`config.mk`:
```
export PLATFORM = sky130hd
export DESIGN_NAME = dispctl_regfile
export DESIGN_NICKNAME = d
export VERILOG_FILES = /design/src/rtl/dispctl_pkg.sv /design/src/rtl/dispctl_slot_decode.sv /design/src/rtl/dispctl_derive.sv /design/src/rtl/dispctl_scratch_ram.sv /design/src/rtl/dispctl_regfile.sv
export SDC_FILE = /design/constraint.sdc
export NUM_CORES = 2
export LEC_CHECK = 0
export ABC_AREA = 1
export BUFFER_PORTS_ARGS = -buffer_cell sky130_fd_sc_hd__buf_2
export CORE_ASPECT_RATIO = 0.75
export CORE_MARGIN = 1
export CORE_UTILIZATION = 40
export DETAILED_ROUTE_END_ITERATION = 7
export GPL_TIMING_DRIVEN = 0
export PLACE_DENSITY = 0.65
export SYNTH_ARGS = -nofsm -noshare
export SYNTH_HDL_FRONTEND = slang
export SYNTH_SLANG_ARGS = --single-unit
```
`constraint.sdc`:
```
create_clock -name clk -period 6.9 [get_ports clk]
set_clock_uncertainty 0.2 [all_clocks]
set_input_delay 1.38 -clock clk [delete_from_list [all_inputs] [get_ports clk]]
set_output_delay 1.38 -clock clk [all_outputs]
set_load 0.1 [all_outputs]
```
`src/rtl/dispctl_pkg.sv`:
```
package dispctl_pkg;
  localparam logic [31:0] TAG_V0 = 32'h9000_0000;
  localparam logic [31:0] TAG_V1 = 32'h9000_0001;
  localparam logic [31:0] TAG_V2 = 32'h9000_0002;
  localparam logic [31:0] CMD_AREA_BYTES = 32'h0001_0000;

  localparam logic [31:0] RN_TAG       = 32'd0;
  localparam logic [31:0] RN_ENABLE    = 32'd1;
  localparam logic [31:0] RN_WIDTH     = 32'd2;
  localparam logic [31:0] RN_HEIGHT    = 32'd3;
  localparam logic [31:0] RN_LIM_W     = 32'd4;
  localparam logic [31:0] RN_LIM_H     = 32'd5;
  localparam logic [31:0] RN_DEPTH     = 32'd6;
  localparam logic [31:0] RN_BPP       = 32'd7;
  localparam logic [31:0] RN_PITCH     = 32'd12;
  localparam logic [31:0] RN_VMEM      = 32'd15;
  localparam logic [31:0] RN_FRAME     = 32'd16;
  localparam logic [31:0] RN_CAPS      = 32'd17;
  localparam logic [31:0] RN_CMD_START = 32'd18;
  localparam logic [31:0] RN_CMD_SIZE  = 32'd19;
  localparam logic [31:0] RN_CFG_DONE  = 32'd20;
  localparam logic [31:0] RN_SYNC      = 32'd21;
  localparam logic [31:0] RN_BUSY      = 32'd22;
  localparam logic [31:0] RN_GUEST     = 32'd23;
  localparam logic [31:0] RN_CUR_ID    = 32'd24;
  localparam logic [31:0] RN_CUR_X     = 32'd25;
  localparam logic [31:0] RN_CUR_Y     = 32'd26;
  localparam logic [31:0] RN_CUR_SW    = 32'd27;
  localparam logic [31:0] RN_HOST_BPP  = 32'd28;
  localparam logic [31:0] RN_SCR_CNT   = 32'd29;
  localparam logic [31:0] RN_SCR_BASE  = 32'd1792;

  typedef enum logic [1:0] {
    SLOT_SEL   = 2'd0,
    SLOT_DATA  = 2'd1,
    SLOT_SPARE = 2'd2,
    SLOT_NONE  = 2'd3
  } slot_e;
endpackage

```
`src/rtl/dispctl_slot_decode.sv`:
```
module dispctl_slot_decode
  import dispctl_pkg::*;
#(
  parameter int ADDR_W      = 4,
  parameter int STRIDE_LOG2 = 0
) (
  input  logic [ADDR_W-1:0] addr,
  output slot_e             slot
);
  logic [ADDR_W-1:0] slot_num;

  generate
    if (STRIDE_LOG2 == 0) begin : g_dense
      assign slot_num = addr;
    end else begin : g_spread
      assign slot_num = addr >> STRIDE_LOG2;
    end
  endgenerate

  always_comb begin
    if (slot_num == ADDR_W'(0))      slot = SLOT_SEL;
    else if (slot_num == ADDR_W'(1)) slot = SLOT_DATA;
    else if (slot_num == ADDR_W'(2)) slot = SLOT_SPARE;
    else                             slot = SLOT_NONE;
  end
endmodule

```
`src/rtl/dispctl_derive.sv`:
```
module dispctl_derive #(
  parameter int DIM_W = 12
) (
  input  logic [7:0]       depth,
  input  logic [DIM_W-1:0] width,
  input  logic [DIM_W-1:0] height,
  output logic [31:0]      bpp_rounded,
  output logic [31:0]      pitch,
  output logic [31:0]      frame_bytes
);
  logic [31:0] depth_up;
  logic [31:0] bytes_pp;

  always_comb begin
    depth_up    = {24'd0, depth} + 32'd7;
    bpp_rounded = depth_up & ~32'd7;
    bytes_pp    = depth_up >> 3;
    pitch       = bytes_pp * {{(32-DIM_W){1'b0}}, width};
    frame_bytes = pitch * {{(32-DIM_W){1'b0}}, height};
  end
endmodule

```
`src/rtl/dispctl_scratch_ram.sv`:
```
module dispctl_scratch_ram #(
  parameter int WORDS = 64,
  localparam int AW = (WORDS > 1) ? $clog2(WORDS) : 1
) (
  input  logic          clk,
  input  logic          we,
  input  logic [AW-1:0] addr,
  input  logic [31:0]   wdata,
  output logic [31:0]   rdata
);
  logic [31:0] mem [WORDS];

  always_ff @(posedge clk) begin
    if (we) mem[addr] <= wdata;
    rdata <= mem[addr];
  end
endmodule

```
`src/rtl/dispctl_regfile.sv`:
```
module dispctl_regfile
  import dispctl_pkg::*;
#(
  parameter int          ADDR_W        = 4,
  parameter int          STRIDE_LOG2   = 0,
  parameter int          DIM_W         = 12,
  parameter int          DEPTH         = 24,
  parameter int          SCRATCH_WORDS = 64,
  parameter logic [31:0] MEM_BYTES     = 32'h0080_0000,
  parameter logic [31:0] MEM_BASE      = 32'hE000_0000,
  parameter bit          HW_CURSOR     = 1'b1,
  parameter int          LIMIT_W       = 2360,
  parameter int          LIMIT_H       = 1770
) (
  input  logic              clk,
  input  logic              rst,
  input  logic              bus_valid,
  input  logic              bus_write,
  input  logic [ADDR_W-1:0] bus_addr,
  input  logic [31:0]       bus_wdata,
  output logic [31:0]       bus_rdata,
  output logic              bus_rvalid,
  output logic              bad_access,
  output logic              disp_enable,
  output logic              cursor_visible
);
  localparam int SCR_AW = (SCRATCH_WORDS > 1) ? $clog2(SCRATCH_WORDS) : 1;
  localparam logic [7:0]  DEPTH_V = 8'(DEPTH);
  localparam logic [31:0] CAPS_V  = 32'h3 | (HW_CURSOR ? 32'hE0 : 32'h0);

  slot_e            slot;
  logic [31:0]      index_q, tag_q, guest_q, cur_id_q, cur_x_q, cur_y_q, frame_q;
  logic [DIM_W-1:0] width_q, height_q;
  logic [7:0]       bpp_q;
  logic             cfg_done_q;
  logic [31:0]      bpp_rounded, pitch, frame_bytes, scr_diff, scr_rdata, reg_val;
  logic             data_acc, data_wr, scr_hit, known, reject;
  logic             rd_p1, scr_sel_p1;
  logic [31:0]      reg_p1;

  dispctl_slot_decode #(.ADDR_W(ADDR_W), .STRIDE_LOG2(STRIDE_LOG2)) u_dec (
    .addr(bus_addr), .slot(slot));

  dispctl_derive #(.DIM_W(DIM_W)) u_derive (
    .depth(bpp_q), .width(width_q), .height(height_q),
    .bpp_rounded(bpp_rounded), .pitch(pitch), .frame_bytes(frame_bytes));

  assign data_acc = bus_valid && (slot == SLOT_DATA);
  assign data_wr  = data_acc && bus_write;
  assign scr_diff = index_q - RN_SCR_BASE;
  assign scr_hit  = (index_q >= RN_SCR_BASE) && (scr_diff < 32'(SCRATCH_WORDS));

  dispctl_scratch_ram #(.WORDS(SCRATCH_WORDS)) u_scr (
    .clk(clk), .we(data_wr && scr_hit), .addr(scr_diff[SCR_AW-1:0]),
    .wdata(bus_wdata), .rdata(scr_rdata));

  always_comb begin
    known   = 1'b1;
    reg_val = 32'd0;
    case (index_q)
      RN_TAG:       reg_val = tag_q;
      RN_ENABLE:    reg_val = {31'd0, disp_enable};
      RN_WIDTH:     reg_val = {{(32-DIM_W){1'b0}}, width_q};
      RN_HEIGHT:    reg_val = {{(32-DIM_W){1'b0}}, height_q};
      RN_LIM_W:     reg_val = 32'(LIMIT_W);
      RN_LIM_H:     reg_val = 32'(LIMIT_H);
      RN_DEPTH:     reg_val = {24'd0, DEPTH_V};
      RN_BPP:       reg_val = bpp_rounded;
      RN_PITCH:     reg_val = pitch;
      RN_VMEM:      reg_val = MEM_BYTES - CMD_AREA_BYTES;
      RN_FRAME:     reg_val = frame_q;
      RN_CAPS:      reg_val = CAPS_V;
      RN_CMD_START: reg_val = MEM_BASE + MEM_BYTES - CMD_AREA_BYTES;
      RN_CMD_SIZE:  reg_val = CMD_AREA_BYTES;
      RN_CFG_DONE:  reg_val = {31'd0, cfg_done_q};
      RN_SYNC:      reg_val = 32'd0;
      RN_BUSY:      reg_val = 32'd0;
      RN_GUEST:     reg_val = guest_q;
      RN_CUR_ID:    reg_val = cur_id_q;
      RN_CUR_X:     reg_val = cur_x_q;
      RN_CUR_Y:     reg_val = cur_y_q;
      RN_CUR_SW:    reg_val = {31'd0, cursor_visible};
      RN_HOST_BPP:  reg_val = bpp_rounded;
      RN_SCR_CNT:   reg_val = 32'(SCRATCH_WORDS);
      default:      known   = 1'b0;
    endcase
    reject = data_acc && ((!known && !scr_hit) ||
             (bus_write && index_q == RN_BPP && bus_wdata != {24'd0, bpp_q}));
  end

  // register writes and the error pulse
  always_ff @(posedge clk) begin
    if (rst) begin
      index_q <= 32'd0;       tag_q <= TAG_V2;     guest_q <= 32'd0;
      cur_id_q <= 32'd0;      cur_x_q <= 32'd0;    cur_y_q <= 32'd0;
      frame_q <= 32'd0;       width_q <= '0;       height_q <= '0;
      bpp_q <= DEPTH_V;       cfg_done_q <= 1'b0;  disp_enable <= 1'b0;
      cursor_visible <= 1'b0; bad_access <= 1'b0;
    end else begin
      bad_access <= reject;
      if (bus_valid && bus_write && slot == SLOT_SEL) index_q <= bus_wdata;
      if (data_wr) begin
        case (index_q)
          RN_TAG:
            if (bus_wdata == TAG_V0 || bus_wdata == TAG_V1 || bus_wdata == TAG_V2)
              tag_q <= bus_wdata;
          RN_ENABLE: begin
            disp_enable <= |bus_wdata;
            if (bus_wdata == 32'd0) cfg_done_q <= 1'b0;
            frame_q <= frame_bytes;
          end
          RN_WIDTH:    width_q  <= bus_wdata[DIM_W-1:0];
          RN_HEIGHT:   height_q <= bus_wdata[DIM_W-1:0];
          RN_CFG_DONE: cfg_done_q <= |bus_wdata;
          RN_GUEST:    guest_q  <= bus_wdata;
          RN_CUR_ID:   cur_id_q <= bus_wdata;
          RN_CUR_X:    cur_x_q  <= bus_wdata;
          RN_CUR_Y:    cur_y_q  <= bus_wdata;
          RN_CUR_SW:
            if (bus_wdata == 32'd1)      cursor_visible <= 1'b1;
            else if (bus_wdata == 32'd0) cursor_visible <= 1'b0;
          default: ;
        endcase
      end
    end
  end

  // two-stage read pipeline
  always_ff @(posedge clk) begin
    if (rst) begin
      rd_p1 <= 1'b0; scr_sel_p1 <= 1'b0; reg_p1 <= 32'd0;
      bus_rvalid <= 1'b0; bus_rdata <= 32'd0;
    end else begin
      rd_p1      <= bus_valid && !bus_write;
      scr_sel_p1 <= data_acc && scr_hit;
      case (slot)
        SLOT_SEL:  reg_p1 <= index_q;
        SLOT_DATA: reg_p1 <= reg_val;
        default:   reg_p1 <= 32'd0;
      endcase
      bus_rvalid <= rd_p1;
      bus_rdata  <= scr_sel_p1 ? scr_rdata : reg_p1;
    end
  end
endmodule

```
==> impl.org <==
** Pwr
- Of the total power, the share spent switching nets is 0.219.
- Of the total power, combinational logic draws 0.033.
- For this design the total switching power over the nets is between 6 and 7 mW.
- Cell internal power was estimated by the tool at approximately 22 mW.
- Power Dens Cells :: approximately 260 mW/mm2
- Clock power frac :: 0.421
- IR analysis of the VDD net gives a maximum drop of about 270 uV.
- Leak :: 37.2 nW
- The share of total power dissipated in sequential elements is 0.546.

** Critical path
- For the worst setup path, the data required time is between 7 and 8 ns.
- STA classifies the critical path startpoint as a register.
- The startpoint identified for the worst register-to-register timing path is width_q[1].
- RR Endpoint :: frame_q[18]
- Crit Path Category :: reg2reg
- Arrival time reported for the critical path endpoint :: just over 7 ns
- Of all nets on the critical path, the largest fanout is 10.
- The worst setup path is captured at a register.
- CP startpoint :: width_q[1]
- For flop-to-flop paths, the worst setup slack is 0.26 ns.
- The worst register-to-register path has a depth of 22.

** Timing
- Minimum hold slack :: about 0.21 ns
- Achievable Freq :: 151 MHz
- Rel. slew slack :: -0.116
- Max-slew violation count :: 68
- The hold violation count in the final report was 0.
- TNS Setup :: 0 ns
- Slew @ Worst Pin :: approximately 1.7 ns
- Unrepaired setup endpoints after global routing :: no
- Final period demand of the worst path :: 6.64 ns
- Dividing the final minimum period by the clock period gives 0.963.
- Final setup violation count :: 0

** Route
- Number of iterations in the first detailed-routing pass :: 7
- DRC violations left :: 0
- The final route contains about 69000 vias.
- Final ANT Viol Nets :: 0
- After detailed routing, the total wire length is between 300000 and 400000 um.
- DR vias/cell :: 6.30
- Routed wirelength normalized by instance count :: 33.7 um
- DRC violation total after the first TritonRoute iteration :: 13400

** Finish
- Post-Route Utilization :: 0.465
- Commonest cells after routing, fill and taps aside :: edfxtp_1, a22oi_1, a21oi_1
- With fillers left out, the area of the finished cells amounts to 0.111 mm2.
- Layout net count :: 7950
- Leaving out fill and tap cells, the most frequent cell in the layout is edfxtp_1.
- The count of cells in the finished layout, fillers not included, comes to between 10000 and 15000.
- In the final layout, the share of cells above drive strength 1 is 0.114.
- P&R area growth vs syn :: 15.2%

** Die
- Chip height :: ~430 um
- Std-Cell Core Area :: 0.239 mm2
- From left edge to right edge, the die measures about 570 um.
- The initialized floorplan defines around 160 standard-cell rows.
- DIE AREA :: 0.243 mm2
- Initial standard-cell utilization of the core :: 0.404
- I/O pins :: 76

** Clock tree
- CTS saw around 2400 sinks.
- Cts bufs inserted :: 223
- Clock input transition at the sequential cells of the worst setup and hold paths :: about 0.060 ns
- Clock latency on the worst-skew pair, taken at its later pin, is around 0.93 ns.
- TritonCTS built the clock tree.
- Depth of the CTS H-tree :: 4
- Maximum clock insertion buffer count :: 4
- Root Driver :: clkbuf_16

** Synthesis
- Library cell occupying the most area in the post-synthesis netlist :: edfxtp_1
- Net count after synthesis :: about 7500
- Counting flops and latches in the post-synthesis netlist gives about 2400.
- The mapped netlist covers just under 0.1 mm2.
- Library cells used by synthesis :: 46
- The Yosys step of the flow raised 0 warnings.
- Post-synthesis average cell area :: roughly 13 um2
- The share of synthesized area in the top cell type comes to 0.639.
- Sequential share of the synthesized area :: 0.711
- In the post-synthesis netlist, the biggest area contributors are edfxtp_1, a22oi_1, dfxtp_1.
- Synthesized instance count :: approximately 7300

** Placement
- After detailed placement, the total cell area comes to a little over 0.1 mm2.
- Cells after DPL :: between 10000 and 15000
- Port Buf Inserts :: 75
- Final HPWL from detailed placement :: ~250000 um
- Routability-driven placement finished with a final weighted congestion of about 0.96.

** Outcome
- Run status :: complete, but fails checks
- Failing checks :: max-capacitance violations, max-slew violations

** Global routing
- Total gr overflow :: 0
- The initial antenna violation count is 39.
- Largest net degree at the start of global routing :: 73
- Global-route wire length before repair :: about 500000 um
- GRT Resource Usage Total :: 0.298
- Via count of the first global-routing pass :: about 64000

** Min path
- In this run the most critical hold path is launched from rd_p1.
- Hold Path Depth :: 2
- The min-delay analysis places its worst path in the category reg2reg.
- The path with the worst hold slack has its endpoint at bus_rvalid.

** Flow run
- Max_cap viols :: 7
## metrics by stage
stage | worst slack, ns | power (mW)
CTS | 0.0853 | 28.7
global route | 0.0158 | 29.3
finish | 0.257 | 28.8
floorplan | 0.788 | 16.3
global placement | -1.64 | 16.8
detailed placement | -1.26 | 16.9
## cell families (layout without fill, tap and decap cells)
| group | count (synthesis) | after routing | synth area share |
|---|---|---|---|
| simple gates | 1518 | 1518 | 0.0706 |
| compound gates | 2207 | 2207 | 0.144 |
| other cells | 0 | 13 | 0 |
| buf+inv | 951 | 1550 | 0.0385 |
| xor+xnor | 18 | 18 | 0.00164 |
| flops | 2393 | 2393 | 0.711 |
| fa+ha+maj | 197 | 197 | 0.0350 |
## worst max-delay path: stages, from the launching register on
cell	delay (ns)
dfxtp_2	0.38
ha_4	0.17
inv_1	0.06
fa_2	0.38
buf_4	0.17
xnor2_4	0.45
inv_1	0.38
nor2_1	0.23
fa_1	0.47
fa_1	0.52
fa_1	0.45
fa_1	0.49
inv_1	0.05
fa_1	0.48
inv_1	0.04
ha_1	0.38
nand2_1	0.16
nor2_1	0.22
inv_1	0.08
o21ai_2	0.25
a21oi_1	0.13
xor2_1	0.26
a21oi_1	0.11
## power groups by stage
stage	Clock [mW]	Sequential, mW	Combinational [mW]
3_3_place_gp	0	16.0	0.831
2_1_floorplan	0	16.0	0.295
5_1_grt	12.6	15.7	0.966
6_report	12.1	15.7	0.963
4_1_cts	12.1	15.7	0.903
3_5_place_dp	0	16.0	0.899
## worst max path at each step
stage	end	slack, ns	depth (start not counted)
final	frame_q[18]	0.26	22
after global routing	frame_q[25]	0.02	27
after CTS	frame_q[25]	0.09	31
after detailed placement	frame_q[25]	-1.26	28
after global placement	u_scr.mem[23][29]	-1.64	8
after floorplan	frame_q[21]	0.79	30
## flip-flops by register name (all words and copies together), names as in the netlist
register,count
rd_p1,1
u_scr.mem,2048
cur_y_q,32
reg_p1,32
index_q,32
u_scr.rdata,32
guest_q,32
cursor_visible,1
disp_enable,1
frame_q,26
bad_access,1
cfg_done_q,1
scr_sel_p1,1
cur_id_q,32
height_q,12
tag_q,32
bus_rvalid,1
cur_x_q,32
width_q,12
bus_rdata,32
## layout make-up
type / instances / area (um2)
Sequential cell: 2393 / 68400
Fill cell: 20800 / 128000
Inverter: 517 / 1950
Clock buffer: 270 / 5860
Multi-Input combinational cell: 3940 / 24800
Clock inverter: 125 / 1070
Tap cell: 3140 / 3930
Buffer: 434 / 1770
Antenna cell: 13 / 32.5
Timing Repair Buffer: 204 / 3120
## repair_timing
action	in CTS	in global routing
endpoints found under the setup margin	18	14
setup buffers	5	8
gates resized for setup	27	21
pin swaps	2	5
hold buffers	0	0
## per-layer routing
layer,track usage,vias up,routed length [um],part of all wire
met1,0.415,34500,141000,0.38
met5,0,-,138,0.00037
met2,0.402,5994,146000,0.39
met4,0.124,22,18700,0.050
li1,-,28000,-,-
met3,0.130,924,65300,0.18
## synth_stat cells (all sizes together)
cell,n
a2111oi,1
a211oi,8
a21boi,4
a21o,3
a21oi,792
a22oi,1024
a31oi,3
and3,2
buf,132
clkbuf,302
clkinv,3
dfxtp,345
edfxtp,2048
fa,121
ha,76
inv,514
nand2,507
nand3,252
nand3b,6
nand4,37
nor2,502
nor3,46
nor3b,2
nor4,5
o211ai,4
o21a,6
o21ai,300
o21bai,1
o22ai,1
o31ai,60
or2,159
xnor2,13
xor2,5
Note: power is estimated with default switching activity, not from simulation.
